===== config.mk =====
export PLATFORM = sky130hd
export DESIGN_NAME = dr_hold_stage
export DESIGN_NICKNAME = d
export VERILOG_FILES = /design/src/rtl/dr_pkg.sv /design/src/rtl/dr_th22_bank.sv /design/src/rtl/dr_done_detect.sv /design/src/rtl/dr_pair_guard.sv /design/src/rtl/dr_hold_stage.sv
export SDC_FILE = /design/constraint.sdc
export NUM_CORES = 1
export LEC_CHECK = 0
export CAP_MARGIN = 20
export CORE_MARGIN = 2
export CORE_UTILIZATION = 35
export DETAILED_ROUTE_END_ITERATION = 10
export MAX_ROUTING_LAYER = met4
export PLACE_DENSITY_LB_ADDON = 0.1
export RECOVER_POWER = 100
export SYNTH_ARGS = -nofsm -noshare
export SYNTH_HDL_FRONTEND = slang
export SYNTH_SLANG_ARGS = --single-unit
export TNS_END_PERCENT = 30

===== constraint.sdc =====
create_clock -name clk -period 2.4 [get_ports clk]
set_input_delay 0.24 -clock clk [delete_from_list [all_inputs] [get_ports clk]]
set_output_delay 0.24 -clock clk [all_outputs]
set_load 0.02 [all_outputs]

===== src/rtl/dr_pkg.sv =====
// Shared helpers for the dual-rail stage.
// Assumes: state-holding gates are emulated as registers on a sampling clock.
package dr_pkg;
    // Next state of a hysteresis element: set wins, clear drops it, otherwise hold.
    function automatic logic hold_next(input logic set_all, input logic clr_all, input logic cur);
        if (set_all)
            return 1'b1;
        else if (clr_all)
            return 1'b0;
        else
            return cur;
    endfunction
endpackage


===== src/rtl/dr_th22_bank.sv =====
// Bank of W two-input hysteresis gates, one per rail of a rail group.
// Each gate sets when its data input and the enable are both 1 and clears when
// both are 0. Assumes a synchronous active-low reset to 0.
module dr_th22_bank #(
    parameter int W = 8
) (
    input  logic         clk,
    input  logic         rst_n,
    input  logic [W-1:0] din,
    input  logic         en,
    output logic [W-1:0] q
);
    import dr_pkg::*;

    for (genvar i = 0; i < W; i++) begin : g_gate
        // Update one gate per sampling clock.
        always_ff @(posedge clk) begin
            if (!rst_n)
                q[i] <= 1'b0;
            else
                q[i] <= hold_next(din[i] & en, ~din[i] & ~en, q[i]);
        end
    end

    AST_RISE_NEEDS_REQ: assert property (@(posedge clk) disable iff (!rst_n)
        ((q & ~$past(q)) & ~$past(din & {W{en}})) == '0);
    AST_FALL_NEEDS_NULL: assert property (@(posedge clk) disable iff (!rst_n)
        ((~q & $past(q)) & ($past(din) | {W{$past(en)}})) == '0);
endmodule


===== src/rtl/dr_done_detect.sv =====
// Completion detector: an OR per bit pair, merged by a W-input C-element.
// The output rises when all pairs are valid and falls when all are spacer.
// Assumes the pairs move monotonically within a phase.
module dr_done_detect #(
    parameter int W = 8
) (
    input  logic         clk,
    input  logic         rst_n,
    input  logic [W-1:0] r0,
    input  logic [W-1:0] r1,
    output logic         done
);
    import dr_pkg::*;

    logic [W-1:0] bit_valid;

    for (genvar i = 0; i < W; i++) begin : g_or
        assign bit_valid[i] = r0[i] | r1[i];
    end

    // Emulated multi-input C-element.
    always_ff @(posedge clk) begin
        if (!rst_n)
            done <= 1'b0;
        else
            done <= hold_next(&bit_valid, ~|bit_valid, done);
    end

    AST_ACK_RISE_FULL: assert property (@(posedge clk) disable iff (!rst_n)
        $rose(done) |-> $past(&(r0 | r1)));
    AST_ACK_FALL_EMPTY: assert property (@(posedge clk) disable iff (!rst_n)
        $fell(done) |-> $past(~|(r0 | r1)));
endmodule


===== src/rtl/dr_pair_guard.sv =====
// Sticky detector for the illegal pair with both rails high at any input bit.
// Assumes only reset clears the flag.
module dr_pair_guard #(
    parameter int W = 8
) (
    input  logic         clk,
    input  logic         rst_n,
    input  logic [W-1:0] r0,
    input  logic [W-1:0] r1,
    output logic         err
);
    // Latch any illegal pair until reset.
    always_ff @(posedge clk) begin
        if (!rst_n)
            err <= 1'b0;
        else if (|(r0 & r1))
            err <= 1'b1;
    end

    AST_ERR_RAISED: assert property (@(posedge clk) disable iff (!rst_n)
        (|(r0 & r1)) |=> err);
    AST_ERR_STICKY: assert property (@(posedge clk) disable iff (!rst_n)
        err |=> err);
endmodule


===== src/rtl/dr_hold_stage.sv =====
// Dual-rail register stage: hysteresis storage on both rails, completion
// acknowledge, inverted request upstream and an illegal-pair flag.
// Assumes the neighbours follow the four-phase request/acknowledge order.
module dr_hold_stage #(
    parameter int W = 8
) (
    input  logic         clk,
    input  logic         rst_n,
    input  logic [W-1:0] up_rail0,
    input  logic [W-1:0] up_rail1,
    input  logic         dn_req,
    output logic [W-1:0] out_rail0,
    output logic [W-1:0] out_rail1,
    output logic         ack,
    output logic         up_req,
    output logic         pair_err
);
    dr_th22_bank #(.W(W)) u_rail0 (
        .clk(clk), .rst_n(rst_n), .din(up_rail0), .en(dn_req), .q(out_rail0));

    dr_th22_bank #(.W(W)) u_rail1 (
        .clk(clk), .rst_n(rst_n), .din(up_rail1), .en(dn_req), .q(out_rail1));

    dr_done_detect #(.W(W)) u_done (
        .clk(clk), .rst_n(rst_n), .r0(out_rail0), .r1(out_rail1), .done(ack));

    dr_pair_guard #(.W(W)) u_guard (
        .clk(clk), .rst_n(rst_n), .r0(up_rail0), .r1(up_rail1), .err(pair_err));

    // Request upstream is the inverse of the completion acknowledge.
    assign up_req = ~ack;

    AST_RESET_NULL: assert property (@(posedge clk)
        !rst_n |=> (out_rail0 == '0 && out_rail1 == '0 && !ack && !pair_err));
endmodule


# After elaboration in Yosys (flattened, before gate mapping)
# Index checks and enable logic that the tools add are counted.
# classes
eq_ne	1
muxes	34
bitwise_logic	59
reduce_logical	19
# ops
cell	count
1-bit two-way mux	34
1-bit AND	32
2-bit nonzero test	16
1-bit NOT	18
8-bit OR reduction	2
8-bit AND	1
1-bit OR	8
8-bit AND reduction	1
2-bit by 1-bit inequality test with 1-bit output (second input constant)	1
# word_totals
reg_bits	18
input_bits	19
out_inout_bits	19
word_cells	131

# Longest topological paths before layout
# logic_depth
word_depth	4
depth_mapped	3

# Modules after synthesis
# From an unflattened synthesis, not the netlist that was laid out.
# hier_totals
hier_cells	85
hier_area_um2	969.7
# by_module_without_submodules
mod	n_inst	cells_each	area_per_inst_um2	seq_area_each_um2
dr_th22_bank	2	32	390.4	160.2
dr_done_detect	1	13	122.6	20.0
dr_pair_guard	1	7	62.6	20.0
dr_hold_stage	1	1	3.8	0.0

# Worst setup path before layout
# No wires, ideal clock.
# synth_timing
path_kind	register -> register
startpoint	reg u_rail0.q[5]
endpoint	reg u_done.done
t_arrival_ns	1.210
required_time_ns	2.325
setup_slack_ns	1.116
stages_incl_launch_ff	4
path_buffers	0
period_less_slack_ns	1.284
cell_sequence	dfxtp_1 > o22ai_1 > or4_1 > o22ai_1
# synth_between
elab_chain_cells	3
word_cells_on_any_way	5
classes_between	eq/ne (1); mux (1); bitwise (1); reduce/logical (2)
# synth_rtl
element	line	text
start, declared	dr_th22_bank.sv:11	output logic [W-1:0] q
start signal, assigned by index	dr_th22_bank.sv:21	q[i] <= hold_next(din[i] & en, ~din[i] & ~en, q[i]);
1-bit OR *	dr_done_detect.sv:18	assign bit_valid[i] = r0[i] | r1[i];
8-bit OR reduction / 8-bit AND reduction (equally long branches)	dr_done_detect.sv:26	done <= hold_next(&bit_valid, ~|bit_valid, done);
2-bit by 1-bit inequality test with 1-bit output (no line) / 1-bit two-way mux (equally long branches)	-	
end signal, assigned	dr_done_detect.sv:26	
end, declared	dr_done_detect.sv:11	output logic done
# Every way passes the cells marked *; elsewhere a longest branch is shown, timed or not.
# A chain may end at the register's enable or synchronous reset.

# Worst setup path in the final report
# layout_timing
startpoint	reg u_rail0.q[5]
endpoint	out out_rail0[5]
# layout_rtl
element	line	text
end, declared	dr_hold_stage.sv:12	output logic [W-1:0] out_rail0,
# No word-level cell between the ends.

==> results by group <==
Drt
  – Total routed wirelength: 2.03 mm
  – Average detailed-routed wire length per instance: 12.9 µm
  – Via density per instance: 4.89
  – Antenna viol nets, final: 0
  – First drt pass iteration count: 4
  – Via total after detailed routing: between 700 and 800
  – DRC Markers: 0
  – 1st-iter DRT viols: 7

Status
  – Result of the run: complete, no violations

Floorplanning
  – Die width: 55.0 µm
  – Initial core utilization: a little under two fifths
  – Number of placed I/O pins: 38
  – Chip Height: around 55 µm
  – Core Area: 2480 µm²
  – Site Rows: 18
  – Die ar.: about 3000 µm²

Power
  – Switching portion of total power: 26.7%
  – Sw power: 0.180 mW
  – PwrDens: around 500 nW/µm²
  – Static leakage power: 0.627 nW
  – Share of total power in sequential cells: slightly below 50%
  – Clock network fraction of design power: 27.8%
  – Max rail drop VDD: 0.000353 V
  – Combinational Power Share: 23.4%
  – Internal portion of total power: 0.493 mW

Placement
  – Placer congestion estimate: 0.750
  – Estimated wirelength of the detail-placed design: around 1.6 mm
  – Input/output buffers: 37

Final layout
  – Layout net count: 163
  – Number of diodes: 0
  – Fraction of layout instances using a drive strength above 1: 3.15%
  – P&R area growth vs syn: 48.4%

Yosys
  – Warning count from the yosys run: 0
  – Share of flip-flops with an asynchronous set or reset: 0%
  – Sequential fraction of the synthesis area: around two fifths
  – Main area contributors after synthesis: sky130_fd_sc_hd__dfxtp_1 (40%), sky130_fd_sc_hd__ha_1 (22%), sky130_fd_sc_hd__mux2i_1 (18%), sky130_fd_sc_hd__nor2_1 (7.0%), sky130_fd_sc_hd__nor4_1 (2.8%)
  – Ys flop type: sky130_fd_sc_hd__dfxtp_1
  – Count leader, synth: sky130_fd_sc_hd__dfxtp_1
  – Avg Synthesized Cell Area: about 10 µm²
  – Count of flip-flops with a built-in enable after synthesis: 0
  – Register bit total from synthesis: 18
  – Post-synthesis cell count: 87
  – Syn Nets: around 120
  – List of most frequent post-synthesis cells: sky130_fd_sc_hd__dfxtp_1 (18), sky130_fd_sc_hd__nor2_1 (17), sky130_fd_sc_hd__ha_1 (16), sky130_fd_sc_hd__mux2i_1 (16)
  – Library cell with the largest summed area after synthesis: sky130_fd_sc_hd__dfxtp_1
  – Fraction of post-synthesis cell area in the top cell type by area: a little under 40%
  – Distinct cells, synth: 18
  – Post-synthesis instance area: 910 µm²

CTS
  – Setup repair bufs after CTS: 0
  – Clock Sinks: 18
  – Total clock buffers created by CTS: 3
  – Later-pin clock latency in the skew report: between 0.2 and 0.3 ns
  – Max Buffers Root-to-Sink: 2
  – CTS H-tree lvls: 1
  – Clock tree from TritonCTS: built
  – Number of buffers inserted by hold repair at cts: 0
  – Clock edge transition at the registers on the reported setup and hold paths: 0.11 ns
  – Cell at the root of the clock tree: sky130_fd_sc_hd__clkbuf_4
  – CTS-repair resized insts: 0

Critical path
  – Startpoint type of the worst setup path: flip-flop
  – Number of buffers and inverters on the critical path: 1
  – Cells along the critical path: dlygate4sd3_1
  – Critical path data arrival time: 1.41 ns
  – Maximum fanout encountered on the critical timing path: 4
  – Nature of the critical path endpoint: output pin
  – CP max stage cell: sky130_fd_sc_hd__dlygate4sd3_1
  – Category of cells accounting for the largest share of critical-path delay: buffers and inverters
  – Critical R2R Launch: u_rail0.q[5]$_SDFFE_PN0P_
  – Number of cell instances on the worst register-to-register path: 3
  – Critical path startpoint: u_rail0.q[5]$_SDFFE_PN0P_
  – Required time worst endpoint: 2.16 ns
  – Critical Setup Path Class: reg2out
  – Worst r2r dst: u_done.done$_SDFFE_PN0P_
  – Max incr delay on CP: 0.70 ns
  – Flop2flop setup slack: 1.15 ns

Timing
  – Relative slew slack: 57.8%
  – Final period util: between 60% and 70%
  – Final max-slew violation count: 0
  – Pin slew with the least headroom to its limit: between 0.6 and 0.7 ns
  – Worst setup skew after layout: 0.00566 ns
  – Setup-violating endpoint count in the final report: 0
  – Top achievable clock speed: 607 MHz
  – Hold Worst Slack: 0.481 ns
  – Final hold vios: 0
  – Sum Neg Setup Slack: 0 ns
  – Post-route minimum period: 1.65 ns
  – RSZ-0062 raised after global routing: false

Global route
  – Wire length of the first global-routing pass: 3.32 mm
  – GR Overflow Total: 0
  – Pin count of the biggest net entering global routing: 18
  – Initial antenna violation count: 0
  – Vias in the first global route: 761
  – Overall routing resource usage: about 16%

Min path
  – End of the worst hold path: u_done.done$_SDFFE_PN0P_
  – Number of cells on the worst hold path: 2
  – Origin of the worst min-delay path: u_done.done$_SDFFE_PN0P_
  – Worst Hold Class: reg2reg

Run
  – Maxcap violations: 0
sequential cells by signal (all words and copies together), names as in the netlist:
signal       cells
u_done.done      1
u_rail0.q        8
u_rail1.q        8
u_guard.err      1
cells by family (layout without fill, tap and decap cells):
group | Yosys count | count (layout) | share of synthesized area (%)
AND/OR/NAND/NOR | 24 | 24 | 12.0
adder cells (fa/ha/maj) | 16 | 16 | 22.0
buffers and inverters | 3 | 43 | 1.24
AO/OA/AOI/OAI | 10 | 10 | 7.56
flip-flops | 18 | 18 | 39.6
multiplexers | 16 | 16 | 17.6
cells in the final DEF, fill, tap and decap left out, types with 3 or more instances in the layout:
cell type                          n
sky130_fd_sc_hd__dlygate4sd3_1    21
sky130_fd_sc_hd__dfxtp_1          18
sky130_fd_sc_hd__nor2_1           17
sky130_fd_sc_hd__mux2i_1          16
sky130_fd_sc_hd__ha_1             16
sky130_fd_sc_hd__clkdlybuf4s50_1  16
sky130_fd_sc_hd__o22ai_1           4
sky130_fd_sc_hd__nor4_1            4
sky130_fd_sc_hd__clkbuf_4          3
metrics by stage:
stage          util (%)  cells  worst slack (ns)  area (µm²)  total power [mW]
2_1_floorplan         -     87              1.12         910             0.418
3_3_place_gp       53.0    153             0.553        1310             0.498
3_5_place_dp       53.0    153             0.528        1310             0.500
4_1_cts            54.5    157             0.796        1350             0.688
5_1_grt            54.5    157             0.695        1350             0.715
6_report           54.5    157             0.754        1350             0.672
metal layers:
layer	global-route usage [%]	wire length, µm
met3	2.42	108
met4	6.10	15
met2	25.2	862
met1	20.3	1040
met5	-	0
worst max path at each step:
| stage | depth (start not counted) | slack [ns] | to |
|---|---|---|---|
| floorplan | 3 | 1.12 | u_done.done$_SDFFE_PN0P_ |
| global placement | 4 | 0.55 | u_rail1.q[5]$_SDFFE_PN0P_ |
| detailed placement | 4 | 0.53 | u_rail1.q[0]$_SDFFE_PN0P_ |
| CTS | 1 | 0.80 | out_rail0[5] |
| global route | 1 | 0.69 | out_rail1[5] |
| finish | 1 | 0.75 | out_rail0[5] |
power groups by stage:
| stage | sequential (mW) | combinational, mW | clock [mW] |
|---|---|---|---|
| 6_report | 0.328 | 0.157 | 0.187 |
| 5_1_grt | 0.331 | 0.175 | 0.209 |
| 4_1_cts | 0.329 | 0.165 | 0.194 |
| 3_5_place_dp | 0.336 | 0.164 | 0 |
| 3_3_place_gp | 0.335 | 0.163 | 0 |
| 2_1_floorplan | 0.350 | 0.0683 | 0 |
final cells by class:
| type | instances | area [µm²] |
|---|---|---|
| sequential | 18 | 360 |
| inverter | 2 | 7.51 |
| fill | 246 | 1130 |
| clock buffer | 4 | 36.3 |
| multi-input combinational | 66 | 538 |
| tap | 30 | 37.5 |
| timing repair buffer | 37 | 370 |
Power figures use the tool's default switching activity.
